[src/rtl/irq_arb_pkg.sv]
package irq_arb_pkg;
  localparam int N_SRC  = 12;
  localparam int CODE_W = 4;

  localparam int SRC_RST   = 0;
  localparam int SRC_MCHK  = 1;
  localparam int SRC_CEXT  = 2;
  localparam int SRC_WDOG  = 3;
  localparam int SRC_CDB   = 4;
  localparam int SRC_FIT   = 5;
  localparam int SRC_PIT   = 6;
  localparam int SRC_DECR  = 7;
  localparam int SRC_EXT   = 8;
  localparam int SRC_DB    = 9;
  localparam int SRC_PERF  = 10;
  localparam int SRC_THERM = 11;

  // sources whose flag follows an input line instead of a pulse
  localparam logic [N_SRC-1:0] LEVEL_MASK = (N_SRC'(1) << SRC_CEXT) | (N_SRC'(1) << SRC_EXT);

  localparam int DB_TYPE_NORM = 0;
  localparam int DB_TYPE_CRIT = 1;
endpackage

[src/rtl/irq_dbell_dec.sv]
module irq_dbell_dec #(
  parameter int TAG_W  = 8,
  parameter int TYPE_W = 3
) (
  input  logic              valid,
  input  logic              is_clr,
  input  logic [TYPE_W-1:0] mtype,
  input  logic              bcast,
  input  logic [TAG_W-1:0]  tag,
  input  logic [TAG_W-1:0]  my_id,
  output logic              set_norm,
  output logic              set_crit,
  output logic              clr_norm,
  output logic              clr_crit
);
  import irq_arb_pkg::*;

  logic is_norm, is_crit, addressed;

  always_comb begin
    is_norm   = (mtype == TYPE_W'(DB_TYPE_NORM));
    is_crit   = (mtype == TYPE_W'(DB_TYPE_CRIT));
    addressed = bcast || (tag == my_id);
    set_norm  = valid && !is_clr && addressed && is_norm;
    set_crit  = valid && !is_clr && addressed && is_crit;
    clr_norm  = valid && is_clr && is_norm;
    clr_crit  = valid && is_clr && is_crit;
  end
endmodule

[src/rtl/irq_pend_store.sv]
module irq_pend_store
  import irq_arb_pkg::*;
(
  input  logic              clk,
  input  logic              rst,
  input  logic [N_SRC-1:0]  src_set,
  input  logic              deliver,
  input  logic [CODE_W-1:0] deliver_idx,
  input  logic              decr_cod,
  input  logic              db_set_norm,
  input  logic              db_set_crit,
  input  logic              db_clr_norm,
  input  logic              db_clr_crit,
  output logic [N_SRC-1:0]  pend_d,
  output logic [N_SRC-1:0]  pend_q
);
  for (genvar k = 0; k < N_SRC; k++) begin : g_bit
    if (LEVEL_MASK[k]) begin : g_level
      assign pend_d[k] = src_set[k];
    end else begin : g_edge
      logic hit, cod, mset, mclr;
      assign hit = deliver && (deliver_idx == CODE_W'(k));
      assign cod = (k == SRC_DECR) ? decr_cod : 1'b1;
      if (k == SRC_DB) begin : g_db
        assign mset = db_set_norm;
        assign mclr = db_clr_norm;
      end else if (k == SRC_CDB) begin : g_cdb
        assign mset = db_set_crit;
        assign mclr = db_clr_crit;
      end else begin : g_nodb
        assign mset = 1'b0;
        assign mclr = 1'b0;
      end
      assign pend_d[k] = (pend_q[k] & ~(hit & cod) & ~mclr) | src_set[k] | mset;
    end
  end

  always_ff @(posedge clk) begin
    if (rst) pend_q <= '0;
    else     pend_q <= pend_d;
  end
endmodule

[src/rtl/irq_prio_sel.sv]
module irq_prio_sel
  import irq_arb_pkg::*;
(
  input  logic [N_SRC-1:0]  pend,
  input  logic              crit_en,
  input  logic              ext_en,
  output logic              any,
  output logic [CODE_W-1:0] idx
);
  logic [N_SRC-1:0] elig;

  for (genvar k = 0; k < N_SRC; k++) begin : g_gate
    if (k < SRC_CEXT) begin : g_nmi
      assign elig[k] = pend[k];
    end else if (k == SRC_CEXT) begin : g_crit
      assign elig[k] = pend[k] & crit_en;
    end else begin : g_ext
      assign elig[k] = pend[k] & ext_en;
    end
  end

  always_comb begin
    any = 1'b0;
    idx = '0;
    for (int k = N_SRC - 1; k >= 0; k--) begin
      if (elig[k]) begin
        any = 1'b1;
        idx = CODE_W'(k);
      end
    end
  end
endmodule

[src/rtl/irq_arbiter.sv]
module irq_arbiter
  import irq_arb_pkg::*;
#(
  parameter int TAG_W  = 8,
  parameter int TYPE_W = 3
) (
  input  logic              clk,
  input  logic              rst,
  input  logic [N_SRC-1:0]  src_set_i,
  input  logic              crit_en_i,
  input  logic              ext_en_i,
  input  logic              decr_cod_i,
  input  logic              msg_valid_i,
  input  logic              msg_clr_i,
  input  logic [TYPE_W-1:0] msg_type_i,
  input  logic              msg_bcast_i,
  input  logic [TAG_W-1:0]  msg_tag_i,
  input  logic [TAG_W-1:0]  core_id_i,
  output logic [N_SRC-1:0]  pending_o,
  output logic              take_o,
  output logic [CODE_W-1:0] code_o,
  output logic              hard_req_o
);
  logic              db_sn, db_sc, db_cn, db_cc;
  logic [N_SRC-1:0]  pend_d, pend_q;
  logic              sel_any;
  logic [CODE_W-1:0] sel_idx;
  logic              take_q, hard_q;
  logic [CODE_W-1:0] code_q;

  irq_dbell_dec #(.TAG_W(TAG_W), .TYPE_W(TYPE_W)) u_dec (
    .valid    (msg_valid_i),
    .is_clr   (msg_clr_i),
    .mtype    (msg_type_i),
    .bcast    (msg_bcast_i),
    .tag      (msg_tag_i),
    .my_id    (core_id_i),
    .set_norm (db_sn),
    .set_crit (db_sc),
    .clr_norm (db_cn),
    .clr_crit (db_cc)
  );

  irq_prio_sel u_sel (
    .pend    (pend_q),
    .crit_en (crit_en_i),
    .ext_en  (ext_en_i),
    .any     (sel_any),
    .idx     (sel_idx)
  );

  irq_pend_store u_store (
    .clk         (clk),
    .rst         (rst),
    .src_set     (src_set_i),
    .deliver     (sel_any),
    .deliver_idx (sel_idx),
    .decr_cod    (decr_cod_i),
    .db_set_norm (db_sn),
    .db_set_crit (db_sc),
    .db_clr_norm (db_cn),
    .db_clr_crit (db_cc),
    .pend_d      (pend_d),
    .pend_q      (pend_q)
  );

  always_ff @(posedge clk) begin
    if (rst) begin
      take_q <= 1'b0;
      code_q <= '0;
      hard_q <= 1'b0;
    end else begin
      take_q <= sel_any;
      code_q <= sel_any ? sel_idx : '0;
      hard_q <= |pend_d;
    end
  end

  assign pending_o  = pend_q;
  assign take_o     = take_q;
  assign code_o     = code_q;
  assign hard_req_o = hard_q;
endmodule

[config.mk]
export PLATFORM = sky130hd
export DESIGN_NAME = irq_arbiter
export DESIGN_NICKNAME = d
export VERILOG_FILES = /design/src/rtl/irq_arb_pkg.sv /design/src/rtl/irq_dbell_dec.sv /design/src/rtl/irq_pend_store.sv /design/src/rtl/irq_prio_sel.sv /design/src/rtl/irq_arbiter.sv
export SDC_FILE = /design/constraint.sdc
export NUM_CORES = 1
export LEC_CHECK = 0
export ABC_AREA = 1
export CAP_MARGIN = 20
export CORE_MARGIN = 2
export CORE_UTILIZATION = 55
export CTS_CLUSTER_DIAMETER = 200
export DETAILED_ROUTE_END_ITERATION = 6
export DONT_BUFFER_PORTS = 1
export GPL_ROUTABILITY_DRIVEN = 0
export GPL_TIMING_DRIVEN = 1
export HOLD_SLACK_MARGIN = 0.12
export PLACE_DENSITY = 0.73
export SLEW_MARGIN = 10
export SYNTH_ARGS = -nofsm -noshare
export SYNTH_HDL_FRONTEND = slang
export SYNTH_SLANG_ARGS = --single-unit
[constraint.sdc]
create_clock -name clk -period 1.6 [get_ports clk]
set_input_delay 0.24 -clock clk [delete_from_list [all_inputs] [get_ports clk]]
set_output_delay 0.24 -clock clk [all_outputs]
set_load 0.03 [all_outputs]
==> out/qor.log, run 1 <==
INFO  power_and_ir_drop cellPowerDensity=801nW/µm²
INFO  cts            htreeDepth=1
INFO  worst_hold_path worstHoldPathType=input pin to flip-flop
INFO  route          uppermost_metal_layer_occupied_by_signal_nets=met4
INFO  route          detailroute.wirelength.met2=1630µm
INFO  setup_path     crit_required=1.81ns
INFO  die            die_w=48.4µm
INFO  route          drt_first_pass_iters=4
INFO  setup_path     end_kind=flip-flop
INFO  sta            setup_ws=-0.162ns
INFO  cts            cts-buffers-inserted=3
INFO  cells_and_area layout_commonest_cell=sky130_fd_sc_hd__nand2_1
INFO  setup_path     critical-path-slowest-cell=sky130_fd_sc_hd__dfxtp_4
INFO  route          ant_nets=0
INFO  setup_path     cp_num_buf_inv=1
INFO  outcome        outcome=finished with violations
INFO  global_routing grt_max_degree=17
INFO  cts            worstSkewPairLatency=0.31ns
INFO  setup_path     timing.critical_path.max_delay_family=simple AND/OR/NAND/NOR gates
INFO  synthesis      synth_seq_cells=18
INFO  route          route.layer.met1.wl=1200µm
INFO  cells_and_area most-common-layout-cells=sky130_fd_sc_hd__nand2_1, sky130_fd_sc_hd__buf_4, sky130_fd_sc_hd__inv_1
INFO  setup_path     worst_setup_path_start_kind=flip-flop
INFO  global_routing wire_length_of_the_first_global_routing_pass=5000µm
INFO  setup_path     worstPathArrival=1.97ns
INFO  route          routedWlPerCell=14.3µm
INFO  cells_and_area design.final.nets=234
INFO  sta            setup_viol_count_final=4
INFO  die            die_area=2340µm²
INFO  global_routing gr-usage-all-layers=27.7%
INFO  setup_path     worst-r2r-setup-slack=-0.16ns
INFO  sta            max_slew.worst_pin.slew=0.363ns
INFO  setup_path     worstPathMaxFanout=7
INFO  synthesis      ys_warn_count=0
INFO  run            max_cap_violations=0
INFO  route          drt_first_iter_violations=39
INFO  route          vias=1,195
INFO  sta            final_max_slew_viol_count=0
INFO  sta            layout_worst_path_cycle_share=110%
INFO  cts            tritoncts=built
INFO  synthesis      synth.distinct_cells=24
INFO  sta            holdWs=-0.0251ns
INFO  setup_path     critPathMostFrequentCell=sky130_fd_sc_hd__nand2_1
INFO  cts            holdBufCountCts=3
INFO  route          post-route-drc-count=0
INFO  route          routed_via_density=5.41
INFO  die            die_height=48.4µm
INFO  sta            fin_worst_skew=0.00573ns
INFO  setup_path     worstPathCellList=inv_2 -> nand3_2 -> nand2_1 -> nand2_1 -> nand2_1 -> nand2_1 -> nand2_1 -> nand2_1 -> nand2_1 -> nand2_2 -> nand2_4 -> nand3_1 -> a21oi_2 -> nand3_2 -> nor2_1 -> a21oi_1
INFO  route          wl_met3=204µm
INFO  die            initial_utilization=57.0%
INFO  sta            grt_setup_unrepaired=yes
INFO  power_and_ir_drop total_leakage_power=0.738nW
INFO  power_and_ir_drop vdd.ir_drop.worst=778µV
INFO  placement      numPortBuffers=0
INFO  outcome        violations=negative hold slack, negative setup slack
INFO  cells_and_area antenna-diode-count=0
INFO  sta            hold_violations=11
INFO  cts            cts_buffer_depth=2
INFO  global_routing grt_antenna_before_repair=0
INFO  synthesis      mapped_cell_area=1080µm²
INFO  cells_and_area multiInputGateArea=669µm²
INFO  cells_and_area layout.filler_cells=141
INFO  setup_path     setup.worst_path.class=flip-flop to flip-flop
INFO  route          postRouteWirelength=3160µm
INFO  die            core_region_area=1900µm²
INFO  synthesis      syn-num-nets=200
INFO  cells_and_area layout-area-overhead-vs-synth=36.8%
INFO  synthesis      syn_area_per_cell=6.73µm²
INFO  placement      placement.setup.worst_slack=-0.202ns
INFO  sta            timing.slew.headroom=75.7%
INFO  global_routing grt.overflow.total=0
INFO  cts            clkSlewWorstSetupHoldPaths=0.11ns
INFO  cts            clock_root_cell=sky130_fd_sc_hd__clkbuf_4
INFO  sta            tns=-0.201ns
INFO  sta            maxClockFrequency=568MHz
INFO  synthesis      cell_count_after_synthesis=161
INFO  cts            cts.sink_count=18
INFO  synthesis      synth.yosys.seq_area_share=33.3%
INFO  placement      placed_wire_length_estimate_after_detailed_placement=2220µm
INFO  sta            final.min_clock_period=1.76ns
INFO  die            ioPinCount=57
INFO  cells_and_area drive_gt1_share=40.7%
INFO  setup_path     cp_slowest_stage_delay=0.37ns
INFO  die            num_rows=16
INFO  global_routing first_global_vias=1,181
INFO  cells_and_area area.sequential=374µm²
==> final cells by class <==
| class | instances | share of cell area, % |
|---|---|---|
| well taps | 27 | 2.28 |
| repair buffers | 32 | 18.1 |
| clock buffers | 4 | 1.77 |
| multi-input cells | 111 | 45.1 |
| flip-flops and latches | 18 | 25.2 |
| inverters | 29 | 7.51 |
==> final timing paths <==
| kind | from | end | depth (start not counted) |
|---|---|---|---|
| max | u_store.pend_q[10] | hard_req_o | 16 |
| max reg2reg | u_store.pend_q[10] | hard_req_o | 16 |
| min | rst | u_store.pend_q[11] | 1 |
| min reg2reg | u_store.pend_q[10] | u_store.pend_q[10] | 3 |
==> power by group <==
part	leakage, nW	total, mW	internal, mW	switching (mW)
registers	0.152	0.529	0.483	0.0457
clock network	0.0150	0.248	0.0974	0.150
logic	0.571	0.411	0.176	0.235
==> metal layers <==
layer / track usage [%] / vias to the layer above
met3: 6.79 / 16
met5: 0 / -
met2: 51.4 / 67
met1: 28.6 / 546
met4: 14.8 / 0
li1: - / 566
==> what timing repair did <==
action                                  4_1_cts  5_1_grt
pin swaps                                     3        4
gates cloned                                  0        0
endpoints found under the setup margin        2        9
setup buffers                                 2        0
resized for setup                             8       17
hold endpoints to repair                     15       12
==> worst register-to-register path, cell delays in order (launching register included) <==
cell,delay [ns]
sky130_fd_sc_hd__dfxtp_4,0.37
sky130_fd_sc_hd__inv_2,0.05
sky130_fd_sc_hd__nand3_2,0.05
sky130_fd_sc_hd__nand2_1,0.06
sky130_fd_sc_hd__nand2_1,0.05
sky130_fd_sc_hd__nand2_1,0.05
sky130_fd_sc_hd__nand2_1,0.05
sky130_fd_sc_hd__nand2_1,0.05
sky130_fd_sc_hd__nand2_1,0.05
sky130_fd_sc_hd__nand2_1,0.07
sky130_fd_sc_hd__nand2_2,0.09
sky130_fd_sc_hd__nand2_4,0.12
sky130_fd_sc_hd__nand3_1,0.13
sky130_fd_sc_hd__a21oi_2,0.20
sky130_fd_sc_hd__nand3_2,0.11
sky130_fd_sc_hd__nor2_1,0.11
sky130_fd_sc_hd__a21oi_1,0.07
==> stage by stage <==
step	util (%)	cells	instance area (µm²)	hold WS [ns]	total power, mW
after floorplan	-	161	1100	0.362	0.766
after global placement	68.9	212	1310	0.304	0.864
after detailed placement	68.9	212	1310	0.308	0.876
after CTS	74.9	221	1420	-0.0147	1.14
after global routing	78.0	221	1480	-0.0344	1.24
final	78.0	221	1480	-0.0251	1.19
==> cells by family after synthesis <==
| logic type | Yosys count | share of synthesized area [%] |
|---|---|---|
| simple gates | 90 | 42.3 |
| buf+inv | 32 | 12.1 |
| flops | 18 | 33.3 |
| compound gates | 14 | 6.70 |
| xor+xnor | 7 | 5.66 |
==> cell usage after synthesis <==
| master | number | area (µm²) |
|---|---|---|
| sky130_fd_sc_hd__a21oi_1 | 10 | 50.1 |
| sky130_fd_sc_hd__buf_4 | 1 | 7.51 |
| sky130_fd_sc_hd__buf_6 | 1 | 11.3 |
| sky130_fd_sc_hd__clkbuf_1 | 1 | 3.75 |
| sky130_fd_sc_hd__dfxtp_1 | 18 | 360 |
| sky130_fd_sc_hd__inv_1 | 25 | 93.8 |
| sky130_fd_sc_hd__inv_2 | 4 | 15.0 |
| sky130_fd_sc_hd__nand2_1 | 36 | 135 |
| sky130_fd_sc_hd__nand2_2 | 9 | 56.3 |
| sky130_fd_sc_hd__nand3_1 | 9 | 45.0 |
| sky130_fd_sc_hd__nand3_2 | 1 | 10.0 |
| sky130_fd_sc_hd__nand3_4 | 1 | 17.5 |
| sky130_fd_sc_hd__nand4_1 | 6 | 37.5 |
| sky130_fd_sc_hd__nor2_1 | 19 | 71.3 |
| sky130_fd_sc_hd__nor2_2 | 1 | 6.26 |
| sky130_fd_sc_hd__nor2_4 | 2 | 22.5 |
| sky130_fd_sc_hd__nor3_1 | 2 | 10.0 |
| sky130_fd_sc_hd__nor3_4 | 2 | 32.5 |
| sky130_fd_sc_hd__nor3b_1 | 1 | 7.51 |
| sky130_fd_sc_hd__nor4_1 | 1 | 6.26 |
| sky130_fd_sc_hd__o21a_1 | 1 | 7.51 |
| sky130_fd_sc_hd__o21ai_0 | 3 | 15.0 |
| sky130_fd_sc_hd__xnor2_1 | 3 | 26.3 |
| sky130_fd_sc_hd__xor2_1 | 4 | 35.0 |
==> flip-flops by register name, summed over array words and instances, names as in the netlist <==
register,cells
code_o,4
hard_req_o,1
take_o,1
u_store.pend_q,12
No activity file was read; power rests on OpenSTA's default activity.
==> run 2, diff against run 1 <==
- CORE_UTILIZATION: 55 -> 45
- CTS_BUF_LIST: default -> sky130_fd_sc_hd__clkbuf_8
- PLACE_DENSITY: 0.73 -> default
==> run 2 against run 1 <==
The flow finishes with violations (negative setup slack); sequential cell count is the same; register-to-register slack gained 0.07 ns; worst setup slack gained 0.071 ns; first-iteration DRC count shrank 64%; largest power group unchanged; critical path depth grew 1; core utilization shrank 13 points.
==> out/qor.log, run 2 (same netlist as run 1, synthesis figures left out) <==
INFO  worst_hold_path worstHoldPathType=input pin to flip-flop
INFO  sta            setup_ws=-0.0912ns
INFO  setup_path     worstPathMaxFanout=7
INFO  cts            clock_root_cell=sky130_fd_sc_hd__clkbuf_8
INFO  route          routedWlPerCell=12.3µm
INFO  setup_path     cp_slowest_stage_delay=0.36ns
INFO  setup_path     critical-path-slowest-cell=sky130_fd_sc_hd__dfxtp_4
INFO  power_and_ir_drop cellPowerDensity=878nW/µm²
INFO  die            die_height=53.1µm
INFO  cts            cts-buffers-inserted=3
INFO  sta            timing.slew.headroom=76.4%
INFO  cts            clkSlewWorstSetupHoldPaths=0.07ns
INFO  setup_path     worst-r2r-setup-slack=-0.09ns
INFO  cts            worstSkewPairLatency=0.26ns
INFO  cells_and_area layout.core_utilization=64.5%
INFO  setup_path     critPathMostFrequentCell=sky130_fd_sc_hd__nand2_1
INFO  cts            cts.sink_count=18
INFO  cells_and_area antenna-diode-count=0
INFO  power_and_ir_drop switching_share=32.3%
INFO  setup_path     worstPathCellList=inv_2 -> nand3_2 -> nand2_1 -> nand2_1 -> nand2_1 -> nand2_1 -> nand2_1 -> nand2_1 -> nand2_1 -> nand2_2 -> nand2_4 -> nand2_2 -> nand2_2 -> a21oi_4 -> nand3_2 -> nor2_1 -> a21oi_1
INFO  sta            max_slew.worst_pin.slew=0.352ns
INFO  route          route.layer.met1.wl=1070µm
INFO  die            initial_utilization=48.1%
INFO  cells_and_area drive_gt1_share=37.0%
INFO  die            die_w=53.1µm
INFO  sta            fin_worst_skew=0.00621ns
INFO  sta            grt_setup_unrepaired=yes
INFO  global_routing wire_length_of_the_first_global_routing_pass=4180µm
INFO  power_and_ir_drop p_comb_share=29.4%
INFO  cts            holdBufCountCts=3
INFO  power_and_ir_drop part_of_the_power_in_the_clock_network=29.4%
INFO  route          post-route-drc-count=0
INFO  cts            cts_buffer_depth=2
INFO  route          routed_via_density=4.89
INFO  global_routing gr-usage-all-layers=21.4%
INFO  power_and_ir_drop vdd.ir_drop.worst=691µV
INFO  cells_and_area layout.filler_cells=213
INFO  cells_and_area design.final.nets=232
INFO  power_and_ir_drop switchingPower=0.413mW
INFO  route          postRouteWirelength=2700µm
INFO  die            core_region_area=2250µm²
INFO  route          drt_first_iter_violations=14
INFO  sta            layout_worst_path_cycle_share=106%
INFO  placement      placedCellCount=206
INFO  outcome        outcome=finished with violations
INFO  power_and_ir_drop total_leakage_power=0.729nW
INFO  die            die_area=2820µm²
INFO  run            max_cap_violations=0
INFO  route          uppermost_metal_layer_occupied_by_signal_nets=met4
INFO  setup_path     worst_setup_path_start_kind=flip-flop
INFO  die            ioPinCount=57
INFO  placement      placed_wire_length_estimate_after_detailed_placement=2100µm
INFO  placement      numPortBuffers=0
INFO  power_and_ir_drop intPower=0.865mW
INFO  setup_path     timing.critical_path.max_delay_family=simple AND/OR/NAND/NOR gates
INFO  cells_and_area stdcell_count=220
INFO  global_routing grt_antenna_before_repair=0
INFO  power_and_ir_drop seq_power_share=41.2%
INFO  setup_path     crit_required=1.76ns
INFO  outcome        violations=negative setup slack
INFO  cells_and_area largest-register=u_store.pend_q
INFO  placement      postPlaceCellArea=1260µm²
INFO  sta            setup_viol_count_final=2
INFO  route          ant_nets=0
INFO  sta            maxClockFrequency=591MHz
INFO  route          vias=1,075
INFO  setup_path     cp_num_buf_inv=1
INFO  power_and_ir_drop p_total=1.28mW
INFO  cells_and_area layout_commonest_cell=sky130_fd_sc_hd__nand2_1
INFO  setup_path     setup.worst_path.class=flip-flop to flip-flop
INFO  route          drt_first_pass_iters=4
INFO  cts            htreeDepth=1
INFO  global_routing first_global_vias=1,039
INFO  cells_and_area layout-area-overhead-vs-synth=34.3%
INFO  cts            tritoncts=built
INFO  sta            hold_violations=0
INFO  die            num_rows=17
INFO  route          detailroute.wirelength.met2=1300µm
INFO  route          wl_met3=270µm
INFO  cells_and_area largest_reg_flops=12
INFO  global_routing grt.overflow.total=0
INFO  setup_path     end_kind=flip-flop
INFO  sta            final_max_slew_viol_count=0
INFO  sta            final.min_clock_period=1.69ns
INFO  cells_and_area finish.instance_area=1460µm²
INFO  cells_and_area most-common-layout-cells=sky130_fd_sc_hd__nand2_1, sky130_fd_sc_hd__buf_4, sky130_fd_sc_hd__inv_1
INFO  global_routing grt_max_degree=17
INFO  setup_path     worstPathArrival=1.85ns
run 2: repair_timing:
action	in CTS	in global routing
setup endpoints to repair	2	8
gates resized for setup	14	3
endpoints found under the hold margin	15	12
pin swaps	5	4
buffers inserted	4	4
run 2: worst reg2reg max path: stages, from the launching register on:
cell and delay [ns]:
sky130_fd_sc_hd__dfxtp_4 0.36, sky130_fd_sc_hd__inv_2 0.03, sky130_fd_sc_hd__nand3_2 0.04, sky130_fd_sc_hd__nand2_1 0.04, sky130_fd_sc_hd__nand2_1 0.05, sky130_fd_sc_hd__nand2_1 0.04, sky130_fd_sc_hd__nand2_1 0.06, sky130_fd_sc_hd__nand2_1 0.05
sky130_fd_sc_hd__nand2_1 0.05, sky130_fd_sc_hd__nand2_1 0.06, sky130_fd_sc_hd__nand2_2 0.10, sky130_fd_sc_hd__nand2_4 0.09, sky130_fd_sc_hd__nand2_2 0.09, sky130_fd_sc_hd__nand2_2 0.07, sky130_fd_sc_hd__a21oi_4 0.18, sky130_fd_sc_hd__nand3_2 0.09
sky130_fd_sc_hd__nor2_1 0.12, sky130_fd_sc_hd__a21oi_1 0.06
run 2: final timing paths:
path,from,cells past startpoint,endpoint
setup / recovery,u_store.pend_q[10],17,hard_req_o
hold / removal,rst,1,u_store.pend_q[10]
setup reg to reg,u_store.pend_q[10],17,hard_req_o
hold reg to reg,u_store.pend_q[11],3,u_store.pend_q[11]
run 2: through the flow:
stage                     hold slack (ns)  TNS (ns)  setup slack, ns
after floorplan                     0.362         0          0.00295
after global routing               0.0313    -0.442           -0.220
after global placement              0.302    -0.169           -0.155
after detailed placement            0.303    -0.187           -0.187
final                              0.0278    -0.123          -0.0912
after CTS                          0.0277   -0.0761          -0.0761
run 2: layer usage:
| layer | global-route usage [%] | vias up |
|---|---|---|
| met4 | 10.7 | 0 |
| met5 | 0 | - |
| met3 | 7.63 | 5 |
| met2 | 37.5 | 47 |
| li1 | - | 558 |
| met1 | 22.3 | 465 |
run 2: cell type report:
cell class	instances	area [µm²]	share of cell area, %
inverter	29	111	7.65
tap	28	35.0	2.41
clock buffer	4	55.1	3.78
multi-input combinational	111	639	43.9
sequential	18	374	25.7
timing repair buffer	30	240	16.5
run 2: power by group through the flow:
stage	logic [mW]	clock network, mW	registers, mW
final	0.376	0.376	0.526
after global routing	0.412	0.394	0.531
after CTS	0.357	0.383	0.527
after detailed placement	0.316	0	0.536
after global placement	0.310	0	0.536
after floorplan	0.187	0	0.578
